[src/rtl/e1fa_pkg.sv]
package e1fa_pkg;

  // Receive framer states
  typedef enum logic [2:0] {
    ST_HUNT      = 3'd0,   // bit-by-bit search for the alignment word
    ST_CONF_NFAS = 3'd1,   // expect a non-alignment word next frame
    ST_CONF_FAS  = 3'd2,   // expect the alignment word again
    ST_SYNC      = 3'd3,   // aligned
    ST_HALT      = 3'd4    // lost, waiting for resync permission
  } fa_state_t;

  localparam int unsigned WORD_BITS = 7;
  localparam logic [WORD_BITS-1:0] ALIGN_WORD = 7'b0011011;

endpackage

[src/rtl/e1fa_word_window.sv]
module e1fa_word_window #(
  parameter int unsigned           WIDTH   = 7,
  parameter logic [WIDTH-1:0]      PATTERN = 7'b0011011
) (
  input  logic clk,
  input  logic rst_n,
  input  logic bit_valid,
  input  logic bit_in,
  output logic word_hit,
  output logic lead_bit,
  output logic second_bit
);
  localparam int unsigned HW = WIDTH - 1;

  logic [HW-1:0]    hist_q;
  logic [WIDTH-1:0] word_now;

  // Window of the last WIDTH bits including the one on the input now
  assign word_now   = {hist_q, bit_in};
  assign word_hit   = (word_now == PATTERN);
  assign lead_bit   = word_now[WIDTH-1];
  assign second_bit = word_now[WIDTH-2];

  // Reset to ones so no stale zero can fake a match
  always_ff @(posedge clk) begin
    if (!rst_n)
      hist_q <= '1;
    else if (bit_valid)
      hist_q <= word_now[HW-1:0];
  end

  p_hist_hold_r10: assert property (@(posedge clk) disable iff (!rst_n)
    !bit_valid |=> $stable(hist_q));

endmodule

[src/rtl/e1fa_bit_counter.sv]
module e1fa_bit_counter #(
  parameter int unsigned FRAME_BITS = 256,
  parameter int unsigned EVAL_POS   = 7
) (
  input  logic clk,
  input  logic rst_n,
  input  logic bit_valid,
  input  logic load,
  output logic at_first,
  output logic at_eval,
  output logic at_last
);
  localparam int unsigned PW = $clog2(FRAME_BITS);
  localparam logic [PW-1:0] LAST_POS = PW'(FRAME_BITS - 1);
  localparam logic [PW-1:0] LOAD_POS = PW'(EVAL_POS + 1);
  localparam logic [PW-1:0] EVAL_P   = PW'(EVAL_POS);

  logic [PW-1:0] pos_q;

  assign at_first = (pos_q == '0);
  assign at_eval  = (pos_q == EVAL_P);
  assign at_last  = (pos_q == LAST_POS);

  // load: the bit on the input now is the last bit of an alignment word
  always_ff @(posedge clk) begin
    if (!rst_n)
      pos_q <= '0;
    else if (bit_valid) begin
      if (load)
        pos_q <= LOAD_POS;
      else if (at_last)
        pos_q <= '0;
      else
        pos_q <= pos_q + PW'(1);
    end
  end

  p_pos_hold_r10: assert property (@(posedge clk) disable iff (!rst_n)
    !bit_valid |=> $stable(pos_q));

  p_pos_wrap_r5: assert property (@(posedge clk) disable iff (!rst_n)
    (bit_valid && at_last && !load) |=> at_first);

endmodule

[src/rtl/e1fa_los_detect.sv]
module e1fa_los_detect #(
  parameter int unsigned RUN_LEN = 255
) (
  input  logic clk,
  input  logic rst_n,
  input  logic bit_valid,
  input  logic bit_in,
  output logic los
);
  localparam int unsigned CW = $clog2(RUN_LEN + 1);
  localparam logic [CW-1:0] RUN_MAX  = CW'(RUN_LEN);
  localparam logic [CW-1:0] RUN_EDGE = CW'(RUN_LEN - 1);

  logic [CW-1:0] zero_run_q;
  logic          los_q;

  assign los = los_q;

  always_ff @(posedge clk) begin
    if (!rst_n) begin
      zero_run_q <= '0;
      los_q      <= 1'b0;
    end else if (bit_valid) begin
      if (bit_in) begin
        zero_run_q <= '0;
        los_q      <= 1'b0;
      end else begin
        if (zero_run_q != RUN_MAX)
          zero_run_q <= zero_run_q + CW'(1);
        if (zero_run_q == RUN_EDGE)
          los_q <= 1'b1;
      end
    end
  end

  p_los_exact_r9: assert property (@(posedge clk) disable iff (!rst_n)
    $rose(los_q) |-> ($past(zero_run_q) == RUN_EDGE && $past(bit_valid) && !$past(bit_in)));

  p_los_clear_r9: assert property (@(posedge clk) disable iff (!rst_n)
    (bit_valid && bit_in) |=> !los_q);

endmodule

[src/rtl/e1fa_align_fsm.sv]
module e1fa_align_fsm
  import e1fa_pkg::*;
#(
  parameter int unsigned LOF_ERRS = 3
) (
  input  logic clk,
  input  logic rst_n,
  input  logic bit_valid,
  input  logic auto_resync_en,
  input  logic word_hit,
  input  logic nfas_ok,
  input  logic alarm_bit,
  input  logic at_first,
  input  logic at_eval,
  input  logic at_last,
  output logic load,
  output logic in_sync,
  output logic frame_start,
  output logic is_align_frame,
  output logic remote_alarm
);
  localparam int unsigned EW = $clog2(LOF_ERRS + 1);
  localparam logic [EW-1:0] ERR_LAST = EW'(LOF_ERRS - 1);

  fa_state_t     state_q;
  logic [EW-1:0] err_q;
  logic          fas_frame_q;
  logic          ra_q;
  logic          fs_q;
  logic          eval_now;

  assign eval_now       = bit_valid && at_eval;
  assign load           = bit_valid && (state_q == ST_HUNT) && word_hit;
  assign in_sync        = (state_q == ST_SYNC);
  assign is_align_frame = in_sync && fas_frame_q;
  assign frame_start    = fs_q;
  assign remote_alarm   = ra_q;

  always_ff @(posedge clk) begin
    if (!rst_n) begin
      state_q     <= ST_HUNT;
      err_q       <= '0;
      fas_frame_q <= 1'b0;
      ra_q        <= 1'b0;
      fs_q        <= 1'b0;
    end else begin
      fs_q <= bit_valid && at_first && (state_q == ST_SYNC);
      if (bit_valid && at_last && state_q != ST_HUNT)
        fas_frame_q <= ~fas_frame_q;
      unique case (state_q)
        ST_HUNT: begin
          if (load) begin
            state_q     <= ST_CONF_NFAS;
            fas_frame_q <= 1'b1;
          end
        end
        ST_CONF_NFAS: begin
          if (eval_now)
            state_q <= nfas_ok ? ST_CONF_FAS : ST_HUNT;
        end
        ST_CONF_FAS: begin
          if (eval_now) begin
            if (word_hit) begin
              state_q <= ST_SYNC;
              err_q   <= '0;
            end else begin
              state_q <= ST_HUNT;
            end
          end
        end
        ST_SYNC: begin
          if (eval_now) begin
            if (fas_frame_q) begin
              if (word_hit)
                err_q <= '0;
              else if (err_q == ERR_LAST) begin
                err_q   <= '0;
                state_q <= auto_resync_en ? ST_HUNT : ST_HALT;
              end else
                err_q <= err_q + EW'(1);
            end else begin
              ra_q <= alarm_bit;
            end
          end
        end
        ST_HALT: begin
          if (auto_resync_en)
            state_q <= ST_HUNT;
        end
        default: state_q <= ST_HUNT;
      endcase
    end
  end

  p_acquire_r2: assert property (@(posedge clk) disable iff (!rst_n)
    $rose(state_q == ST_SYNC) |->
      $past(state_q == ST_CONF_FAS && word_hit && bit_valid && at_eval));

  p_lof_count_r7: assert property (@(posedge clk) disable iff (!rst_n)
    $fell(in_sync) |-> ($past(err_q) == ERR_LAST && !$past(word_hit)));

  p_ra_source_r6: assert property (@(posedge clk) disable iff (!rst_n)
    !$stable(ra_q) |->
      $past(state_q == ST_SYNC && !fas_frame_q && bit_valid && at_eval));

  p_halt_wait_r8: assert property (@(posedge clk) disable iff (!rst_n)
    (state_q == ST_HALT && !auto_resync_en) |=> (state_q == ST_HALT));

  p_fstart_pos_r5: assert property (@(posedge clk) disable iff (!rst_n)
    fs_q |-> $past(bit_valid && at_first && state_q == ST_SYNC));

endmodule

[src/rtl/e1_frame_monitor.sv]
module e1_frame_monitor
  import e1fa_pkg::*;
#(
  parameter int unsigned FRAME_BITS = 256,
  parameter int unsigned LOF_ERRS   = 3,
  parameter int unsigned LOS_RUN    = 255
) (
  input  logic clk,
  input  logic rst_n,
  input  logic rx_bit,
  input  logic rx_valid,
  input  logic auto_resync_en,
  output logic in_sync,
  output logic frame_start,
  output logic is_align_frame,
  output logic remote_alarm,
  output logic los
);
  // Bit 8 of the first timeslot closes the alignment word
  localparam int unsigned EVAL_POS = WORD_BITS;

  logic word_hit;
  logic nfas_ok;
  logic alarm_bit;
  logic at_first;
  logic at_eval;
  logic at_last;
  logic load;

  e1fa_word_window #(
    .WIDTH   (WORD_BITS),
    .PATTERN (ALIGN_WORD)
  ) u_window (
    .clk        (clk),
    .rst_n      (rst_n),
    .bit_valid  (rx_valid),
    .bit_in     (rx_bit),
    .word_hit   (word_hit),
    .lead_bit   (nfas_ok),
    .second_bit (alarm_bit)
  );

  e1fa_bit_counter #(
    .FRAME_BITS (FRAME_BITS),
    .EVAL_POS   (EVAL_POS)
  ) u_counter (
    .clk       (clk),
    .rst_n     (rst_n),
    .bit_valid (rx_valid),
    .load      (load),
    .at_first  (at_first),
    .at_eval   (at_eval),
    .at_last   (at_last)
  );

  e1fa_align_fsm #(
    .LOF_ERRS (LOF_ERRS)
  ) u_fsm (
    .clk            (clk),
    .rst_n          (rst_n),
    .bit_valid      (rx_valid),
    .auto_resync_en (auto_resync_en),
    .word_hit       (word_hit),
    .nfas_ok        (nfas_ok),
    .alarm_bit      (alarm_bit),
    .at_first       (at_first),
    .at_eval        (at_eval),
    .at_last        (at_last),
    .load           (load),
    .in_sync        (in_sync),
    .frame_start    (frame_start),
    .is_align_frame (is_align_frame),
    .remote_alarm   (remote_alarm)
  );

  e1fa_los_detect #(
    .RUN_LEN (LOS_RUN)
  ) u_los (
    .clk       (clk),
    .rst_n     (rst_n),
    .bit_valid (rx_valid),
    .bit_in    (rx_bit),
    .los       (los)
  );

endmodule

[config.mk]
export PLATFORM = sky130hd
export DESIGN_NAME = e1_frame_monitor
export DESIGN_NICKNAME = d
export VERILOG_FILES = /design/src/rtl/e1fa_pkg.sv /design/src/rtl/e1fa_word_window.sv /design/src/rtl/e1fa_bit_counter.sv /design/src/rtl/e1fa_los_detect.sv /design/src/rtl/e1fa_align_fsm.sv /design/src/rtl/e1_frame_monitor.sv
export SDC_FILE = /design/constraint.sdc
export NUM_CORES = 1
export LEC_CHECK = 0
export CAP_MARGIN = 20
export CORE_MARGIN = 5
export CORE_UTILIZATION = 50
export CTS_BUF_LIST = sky130_fd_sc_hd__clkbuf_2 sky130_fd_sc_hd__clkbuf_4 sky130_fd_sc_hd__clkbuf_8
export CTS_CLUSTER_SIZE = 20
export DETAILED_ROUTE_END_ITERATION = 6
export PLACE_DENSITY = 0.69
export SYNTH_ARGS = -nofsm -noshare
export SYNTH_HDL_FRONTEND = slang
export SYNTH_HIERARCHICAL = 1
export SYNTH_SLANG_ARGS = --single-unit
[constraint.sdc]
create_clock -name clk -period 2.8 [get_ports clk]
set_clock_uncertainty 0.2 [all_clocks]
set_input_delay 0.56 -clock clk [delete_from_list [all_inputs] [get_ports clk]]
set_output_delay 0.56 -clock clk [all_outputs]
set_load 0.02 [all_outputs]
======== Yosys cells after proc, flatten, opt, wreduce, memory -nomap -nowiden ========
Cells that the tools add are included.
word-level totals
  register bits ........................... 31
  bits of input ports ..................... 5
  output and inout port bits .............. 5
  word-level logic and storage cells ...... 79
operators by class
  $add $sub $neg .......................... 3
  equality and inequality tests ........... 19
  mux-type cells .......................... 28
  bitwise operators ....................... 1
  reductions and logical operators ........ 19
operator list
  kind                                                                      number
  8-bit two-way mux                                                         4
  3-bit two-way mux                                                         9
  8-bit by 1-bit adder with 8-bit output (second input constant)            2
  8-bit == test (second input constant)                                     2
  2-bit two-way mux                                                         8
  3-bit case mux with 5 select lines                                        1
  2-bit inequality test (second input constant)                             6
  8-bit by 3-bit == test with 1-bit output (second input constant)          1
  1-bit logical AND                                                         8
  8-bit logical NOT                                                         1
  8-bit inequality test (second input constant)                             1
  8-bit AND reduction                                                       1
  7-bit by 5-bit == test with 1-bit output (second input constant)          1
  3-bit by 2-bit == test with 1-bit output (second input constant)          2
  2-bit by 1-bit inequality test with 1-bit output (second input constant)  3
  2-bit nonzero test                                                        3
  1-bit two-way mux                                                         5
  5-bit AND reduction                                                       1
  2-bit case mux with 2 select lines                                        1
  2-bit AND reduction                                                       2
  3-bit by 1-bit == test with 1-bit output (second input constant)          1
  3-bit == test (second input constant)                                     1
  3-bit logical NOT                                                         1
  3-bit AND reduction                                                       1
  4 further kinds                                                           4

======== Longest topological paths before layout ========
Gate-level depths: netlist (run 1).
  word-level depth ........................ 6
  depth in mapped cells ................... 8
  depth with buffers taken out ............ 8

======== By module ========
The synthesis (run 1) kept the hierarchy.
modules (own cells, without submodules)
  module            times used  cells each  area an instance (µm²)  sequential area each (µm²)
  e1fa_los_detect   1           57          483.0                   180.2
  e1fa_bit_counter  1           59          480.5                   160.2
  e1fa_align_fsm    1           55          457.9                   160.2
  e1fa_word_window  1           21          231.5                   120.1

======== Least setup slack after synthesis (run 1) ========
OpenSTA, ideal clock, no wires.
  path kind ............................... input port to flip-flop
  start ................................... input rx_bit
  end ..................................... register u_counter.pos_q[5]
  setup time .............................. 120 ps
  arrival time ............................ 2091 ps
  required time ........................... 2480 ps
  path slack .............................. 389 ps
  stages on the path ...................... 7
  path buffers ............................ 0
  cell sequence ........................... nand4b_1 nor4b_2 nand2_1 nor2_1 a21oi_2 and3_1 o31a_1
on the way
  longest elaborated chain between the ends .. 3
RTL lines
  what                                      line                    source
  start: declaration                        e1_frame_monitor.sv:10  input logic rx_bit,
  7-bit by 5-bit == test with 1-bit output  e1fa_word_window.sv:20  assign word_hit = (word_now == PATTERN);
  named net word_hit                        e1_frame_monitor.sv:22  logic word_hit;
  1-bit logical AND                         e1fa_align_fsm.sv:33    assign load = bit_valid && (state_q == ST_HUNT) && word_hit;
  named net load                            e1_frame_monitor.sv:28  logic load;
  8-bit two-way mux                         e1fa_bit_counter.sv:29  if (load)
  end signal: assignment                    e1fa_bit_counter.sv:34  pos_q <= pos_q + PW'(1);
  end: declaration                          e1fa_bit_counter.sv:18  logic [PW-1:0] pos_q;
The timed path passes the listed nets, and every way through them passes these cells.
A chain may end at the register's enable or synchronous reset.

======== Worst setup path after layout (run 1) ========
  start ................................... register u_fsm.state_q[0]
  end ..................................... output in_sync
on the way
  longest elaborated chain between the ends .. 1
RTL lines
  what                                      line                    source
  start: declaration                        e1fa_align_fsm.sv:25    fa_state_t state_q;
  start signal: assignment                  e1fa_align_fsm.sv:59    state_q <= nfas_ok ? ST_CONF_FAS : ST_HUNT;
  start signal: assignment                  e1fa_align_fsm.sv:78    state_q <= auto_resync_en ? ST_HUNT : ST_HALT;
  3-bit by 2-bit == test with 1-bit output  e1fa_align_fsm.sv:34    assign in_sync = (state_q == ST_SYNC);
  end: declaration                          e1_frame_monitor.sv:13  output logic in_sync,
Every way passes these cells.

==> results of run 1 <==
[power by group through the flow]
stage | combinational [uW] | sequential, uW | clock (uW)
finish | 57.8 | 452 | 311
global route | 64.4 | 453 | 344
CTS | 58.4 | 452 | 316
detailed placement | 57.9 | 462 | 0
global placement | 56.2 | 462 | 0
floorplan | 31.5 | 461 | 0
[final cells by class]
type	instances	area share, %
flip-flops and latches	31	32.6
multi-input cells	146	50.9
clock buffers	8	3.81
well taps	44	2.89
inverters	12	2.36
repair buffers	16	7.49
[stage by stage]
step	utilization [%]	area, sq um
2_1_floorplan	-	1650
3_3_place_gp	59.1	1830
3_5_place_dp	59.1	1830
4_1_cts	61.4	1910
5_1_grt	61.4	1910
6_report	61.4	1910
[cells in the mapped netlist (2+ instances only)]
cell      number
a21boi_0       3
a21oi_1        8
a31oi_1        4
a32oi_1        2
and2_1         3
and3_1         6
dfxtp_1       31
ha_1           4
inv_1         12
mux2i_1        9
nand2_1       26
nand3_1        6
nand3b_1       5
nand4_1        3
nand4b_1       2
nor2_1        12
nor2b_1        5
nor3_1         5
nor4_1         3
nor4b_2        2
o21a_1         2
o21ai_0        9
o31a_1         2
or3_1          2
[registers in the layout, indices dropped and copies added (netlist names)]
register / flops
u_fsm/remote_alarm: 1
u_fsm/state_q: 3
u_fsm/err_q: 2
u_los/zero_run_q: 8
u_fsm/frame_start: 1
u_counter/pos_q: 8
u_window/hist_q: 6
u_los/los: 1
u_fsm/fas_frame_q: 1
[worst min-delay path, stage by stage (launching register included)]
cell and delay [ps]:
dfxtp_1 350, a31oi_1 50, nor2_1 70
[kinds of logic after synthesis]
family          Yosys count  share of synthesized area (%)
simple gates             89                           30.8
compound gates           42                           18.2
flops                    31                           37.5
buf+inv                  15                           3.78
mux                      10                           6.13
fa+ha+maj                 4                           3.03
xor+xnor                  1                          0.530
[worst max-delay path by stage]
stage	to	slack, ps	cells past startpoint
6_report	in_sync	180	3
5_1_grt	is_align_frame	10	3
4_1_cts	is_align_frame	180	3
3_5_place_dp	u_counter/pos_q[5]	120	9
3_3_place_gp	u_counter/pos_q[5]	160	9
2_1_floorplan	u_counter/pos_q[5]	390	7
[per-layer routing]
layer / part of all wire, % / wire length [um] / vias up
met5: 0 / 0 / -
met4: 2.6 / 92 / 0
met3: 4.8 / 170 / 9
met2: 50 / 1770 / 41
met1: 42 / 1490 / 700
li1: - / - / 745
==> qor.txt, run 1 <==
Layout cells sized above 1 = 12.7%
First-pass GRT wire length = 5810 um
Reg2Reg Setup Slack = 790 ps
1st-iter DRT viols = 171
Root buffer cell = clkbuf_4
Max incr delay on CP = 610 ps
CTS max path bufs = 2
Psw = 192 uW
Most common cell after layout, fill and taps aside = dfxtp_1
Slew Limit Fails = 0
FF/Latch Area = 621 sq um
R2r endpoint = u_counter/pos_q[5]
Met1 Track Usage GR = 19.5%
Setup TNS = 0 ps
Register bit count reported by yosys = 31
Rel. slew slack = 74.0%
Post-DP HPWL = 2540 um
Req. time, crit path = 2040 ps
Crit. Startpoint = u_fsm/state_q[0]
Wire length per cell = 13.7 um
Status = completed
Sequential power share = 55.1%
Max_cap viols = 0
Max FO, Critical Path = 9
Hold Buf Count CTS = 0
Top cells by area, synth = dfxtp_1 (38%), nand2_1 (5.9%), mux2i_1 (5.5%)
Switching share of power = 23.4%
CTS clk-pin slew, worst paths = 90 ps
Busiest grt layer = met2
Post-synthesis sequential area ratio = 37.5%
CTS buffer count = 5
Layout Cells excl Fill = 257
GP Congestion = 0.907
Vias per inst = 5.82
GRT Util Overall = 17.2%
Worst-margin pin slew = 385 ps
Min Tclk post-route = 2620 ps
Chip height = 67.5 um
Worst path slowest cell = clkdlybuf4s50_1
CTS tree = built
Syn Std Cell Area = 0.00165 sq mm
Unrepaired setup endpoints after global routing = no
Post-synth EDFFs = 0
Remaining antenna violation count = 0
Min Hold Slack = 289 ps
Final Hold Fails = 0
Worst-case reg-to-reg path depth = 8
Gate Count Post-Synth = 192
Top Family by Delay on Critical Path = buffers and inverters
P_int = 628 uW
Hold-critical path endpoint = u_los/los
Die area = 0.00456 sq mm
GR Util met3 = 3.99%
Top_reg_cell synth = dfxtp_1
Antenna violations before repair = 0
Worst Setup End Kind = primary output
Fin nets = 221
Largest net degree at the start of global routing = 25
Clock latency on the worst-skew pair = 340 ps
# clock sinks = 31
Avg Inst Size Synth = 8.61 sq um
# IOs = 10
Yosys top cell area share = 37.5%
Starting Density = 53.3%
Synth warn = 6
GR met2 Demand/Resource = 28.6%
Most frequent cells in the layout = dfxtp_1 (31), nand2_1 (26), inv_1 (12), nor2_1 (12)
FF-to-FF Start = u_window/hist_q[1]
Clk network pwr share = 37.9%
Placed Cells = 249
Critical Setup Path Class = register to primary output
Max Clk Rate = 381 MHz
Critical hold path startpoint = u_los/los
Peak supply drop = 0.000323 V
Post-CTS resize count = 0
H-tree levels = 2
Final WL = 3530 um
Fillers = 295
Pwr dens = 431 mW/mm^2
Die Span X = 67.5 um
# Post-CTS Setup Buffers = 0
Drt first pass iters = 4
Min-Delay Path Depth = 2
DRC = 0
ANT cells = 0
Critical path, cell by cell = nand3b_1 -> inv_1 -> clkdlybuf4s50_1
Setup WS post-layout = 176 ps
Area of the multi-input gates = 970 sq um
FFs w/ async S/R, synth = 0%
Via count = 1495
Area growth syn-to-layout = 15.3%
Cell Rows = 20
Port buffer count = 9
Setup WS pre-CTS = 124 ps
Pleak = 0.000714 uW
Worst Hold Class = register to register
Final setup viols = 0
Worst EP arrival = 1860 ps
Core outline area = 0.00310 sq mm
Vias in the first global route = 1358
Pwr Total = 820 uW
Startpoint types = register
Gate power share = 7.0%
Syn_nets = 201
Synth unique cells = 50
Post-synth top area cell = dfxtp_1
Tcrit/Tclk final = 93.7%
Global route overflow = 0
Buf+Inv Stages, Crit Path = 2
(Power assumes the default switching activity.)
==> run 2: changes to the inputs <==
--- a/config.mk
+++ b/config.mk
@@ -7,11 +7,10 @@
 export LEC_CHECK = 0
 export CAP_MARGIN = 20
 export CORE_MARGIN = 5
-export CORE_UTILIZATION = 50
+export CORE_UTILIZATION = 45
 export CTS_BUF_LIST = sky130_fd_sc_hd__clkbuf_2 sky130_fd_sc_hd__clkbuf_4 sky130_fd_sc_hd__clkbuf_8
-export CTS_CLUSTER_SIZE = 20
+export CTS_CLUSTER_SIZE = 40
 export DETAILED_ROUTE_END_ITERATION = 6
-export PLACE_DENSITY = 0.69
 export SYNTH_ARGS = -nofsm -noshare
 export SYNTH_HDL_FRONTEND = slang
 export SYNTH_HIERARCHICAL = 1
==> run 2 against run 1 <==
Effect of this change: sequential cell count is the same; global-route usage shrank 2.1 points; non-clock buffer count is the same; die area grew 9.4%; clock-buffer cell count shrank 2; routed wire length shrank 1.3%; power grew 4.7%; maximum frequency grew 4.4%; critical path type unchanged; largest power group unchanged.
==> qor.txt, run 2 (synthesized netlist as in run 1, its figures left out) <==
1st-iter DRT viols = 97 (-43%)
CTS clk-pin slew, worst paths = 60 ps (-30 ps)
Worst EP arrival = 1750 ps (-110 ps)
Worst Hold Class = register to register
Starting Density = 45.8% (-7.4 points)
Min-Delay Path Depth = 2 (unchanged)
Setup TNS = 0 ps (unchanged)
R2r endpoint = u_counter/pos_q[7]
Remaining antenna violation count = 0 (unchanged)
FF/Latch Area = 621 sq um (unchanged)
Final instance area = 0.00193 sq mm (+1.1%)
Rel. slew slack = 75.4% (+1.5 points)
Fin nets = 221 (unchanged)
Chip height = 70.6 um (+4.6%)
Unrepaired setup endpoints after global routing = no
Hold Buf Count CTS = 0 (unchanged)
CTS buffer count = 5 (unchanged)
Layout cells sized above 1 = 12.3% (-0.41 points)
# Post-CTS Setup Buffers = 0 (unchanged)
Tcrit/Tclk final = 89.8% (-3.9 points)
Die area = 0.00499 sq mm (+9.4%)
GP Congestion = 0.840 (-7.4%)
Slew Limit Fails = 0 (unchanged)
Post-CTS resize count = 0 (unchanged)
Min Tclk post-route = 2510 ps (-110 ps)
Crit. Startpoint = u_fsm/state_q[0]
Area growth syn-to-layout = 16.5%
Max FO, Critical Path = 9 (unchanged)
Hold-critical path endpoint = u_los/los
Via count = 1492 (-0.20%)
FF-to-FF Start = u_window/hist_q[1]
Reg2Reg Setup Slack = 790 ps (about the same)
Peak supply drop = 0.000321 V (-0.79%)
Worst Setup End Kind = primary output
Most frequent cells in the layout = dfxtp_1 (31), nand2_1 (26), inv_1 (12), nor2_1 (12)
Setup WS pre-CTS = 103 ps (-21.4 ps)
Max_cap viols = 0 (unchanged)
Wire length per cell = 13.4 um (-2.4%)
Die Span X = 70.6 um (+4.6%)
Max Clk Rate = 398 MHz (+4.4%)
Final setup viols = 0 (unchanged)
Port buffer count = 9 (unchanged)
Drt first pass iters = 4 (unchanged)
Clock latency on the worst-skew pair = 270 ps (-70 ps)
Final WL = 3480 um (-1.3%)
Placed cell area = 0.00184 sq mm (+0.27%)
Global route overflow = 0 (unchanged)
Setup WS post-layout = 286 ps (+110 ps)
Largest net degree at the start of global routing = 17 (-32%)
Critical hold path startpoint = u_los/los
Pwr dens = 446 mW/mm^2 (+3.6%)
Cell Rows = 22 (+10%)
ANT cells = 0 (unchanged)
Req. time, crit path = 2040 ps (about the same)
Startpoint types = register
Vias in the first global route = 1392 (+2.5%)
Final Hold Fails = 0 (unchanged)
Area of the multi-input gates = 970 sq um (unchanged)
Largest regs = u_counter/pos_q (8), u_los/zero_run_q (8), u_window/hist_q (6)
Status = completed
# clock sinks = 31 (unchanged)
DRC = 0 (unchanged)
Root buffer cell = clkbuf_8
CTS tree = built
Fillers = 350 (+19%)
GRT Util Overall = 15.1% (-2.1 points)
Antenna violations before repair = 0 (unchanged)
Min Hold Slack = 283 ps (-6.21 ps)
Worst-margin pin slew = 359 ps (-25.9 ps)
Post-DP HPWL = 2550 um (+0.42%)
Worst-case reg-to-reg path depth = 8 (unchanged)
First-pass GRT wire length = 6150 um (+5.8%)
Most common cell after layout, fill and taps aside = dfxtp_1
CTS max path bufs = 2 (unchanged)
Core outline area = 0.00361 sq mm (+16%)
# IOs = 10 (unchanged)
Pleak = 0.000719 uW (+0.71%)
Vias per inst = 5.74 (-1.4%)
H-tree levels = 2 (unchanged)
Critical Setup Path Class = register to primary output
## run 2: cell types whose count changed in the layout (fill, tap and decap cells not counted)
| cell | before | now |
|---|---|---|
| clkbuf_4 | 6 | 0 |
| clkbuf_8 | 2 | 6 |
| clkinv_2 | 0 | 1 |
## run 2: per-stage QoR
step / util, % / total power [uW] / std cells
detailed placement: 51.0 / 519 / 253
CTS: 53.4 / 876 / 260
finish: 53.4 / 859 / 260
floorplan: - / 492 / 192
global route: 53.4 / 897 / 260
global placement: 51.0 / 518 / 253
## run 2: power by group
group	switching, uW	leakage, uW	internal, uW
clock	157	0.0000470	192
sequential	5.37	0.000251	447
combinational	32.5	0.000421	25.0
total	194	0.000719	664
## run 2: worst max-delay path by stage
stage,depth (start not counted),endpoint
detailed placement,9,u_counter/pos_q[7]
floorplan,7,u_counter/pos_q[5]
CTS,3,is_align_frame
finish,3,is_align_frame
global placement,9,u_counter/pos_q[5]
global route,3,is_align_frame
## run 2: worst max-delay path, stage by stage, from the launching register on
cell and delay (ps):
dfxtp_1 480, nand3b_1 240, nor2_1 140, clkdlybuf4s50_1 610
## run 2: final cells by class
| class | count | share of cell area [%] |
|---|---|---|
| sequential | 31 | 32.2 |
| inverter | 12 | 2.34 |
| clock buffer | 6 | 4.29 |
| multi-input combinational | 146 | 50.4 |
| tap | 48 | 3.12 |
| clock inverter | 1 | 0.260 |
| timing repair buffer | 16 | 7.41 |
## run 2: layer usage
layer	vias up	share of wire, %	GRT usage (%)
met4	0	1.4	5.85
met2	44	47	24.1
met3	6	5.7	4.40
met5	-	0	0
li1	744	-	-
met1	698	46	19.4
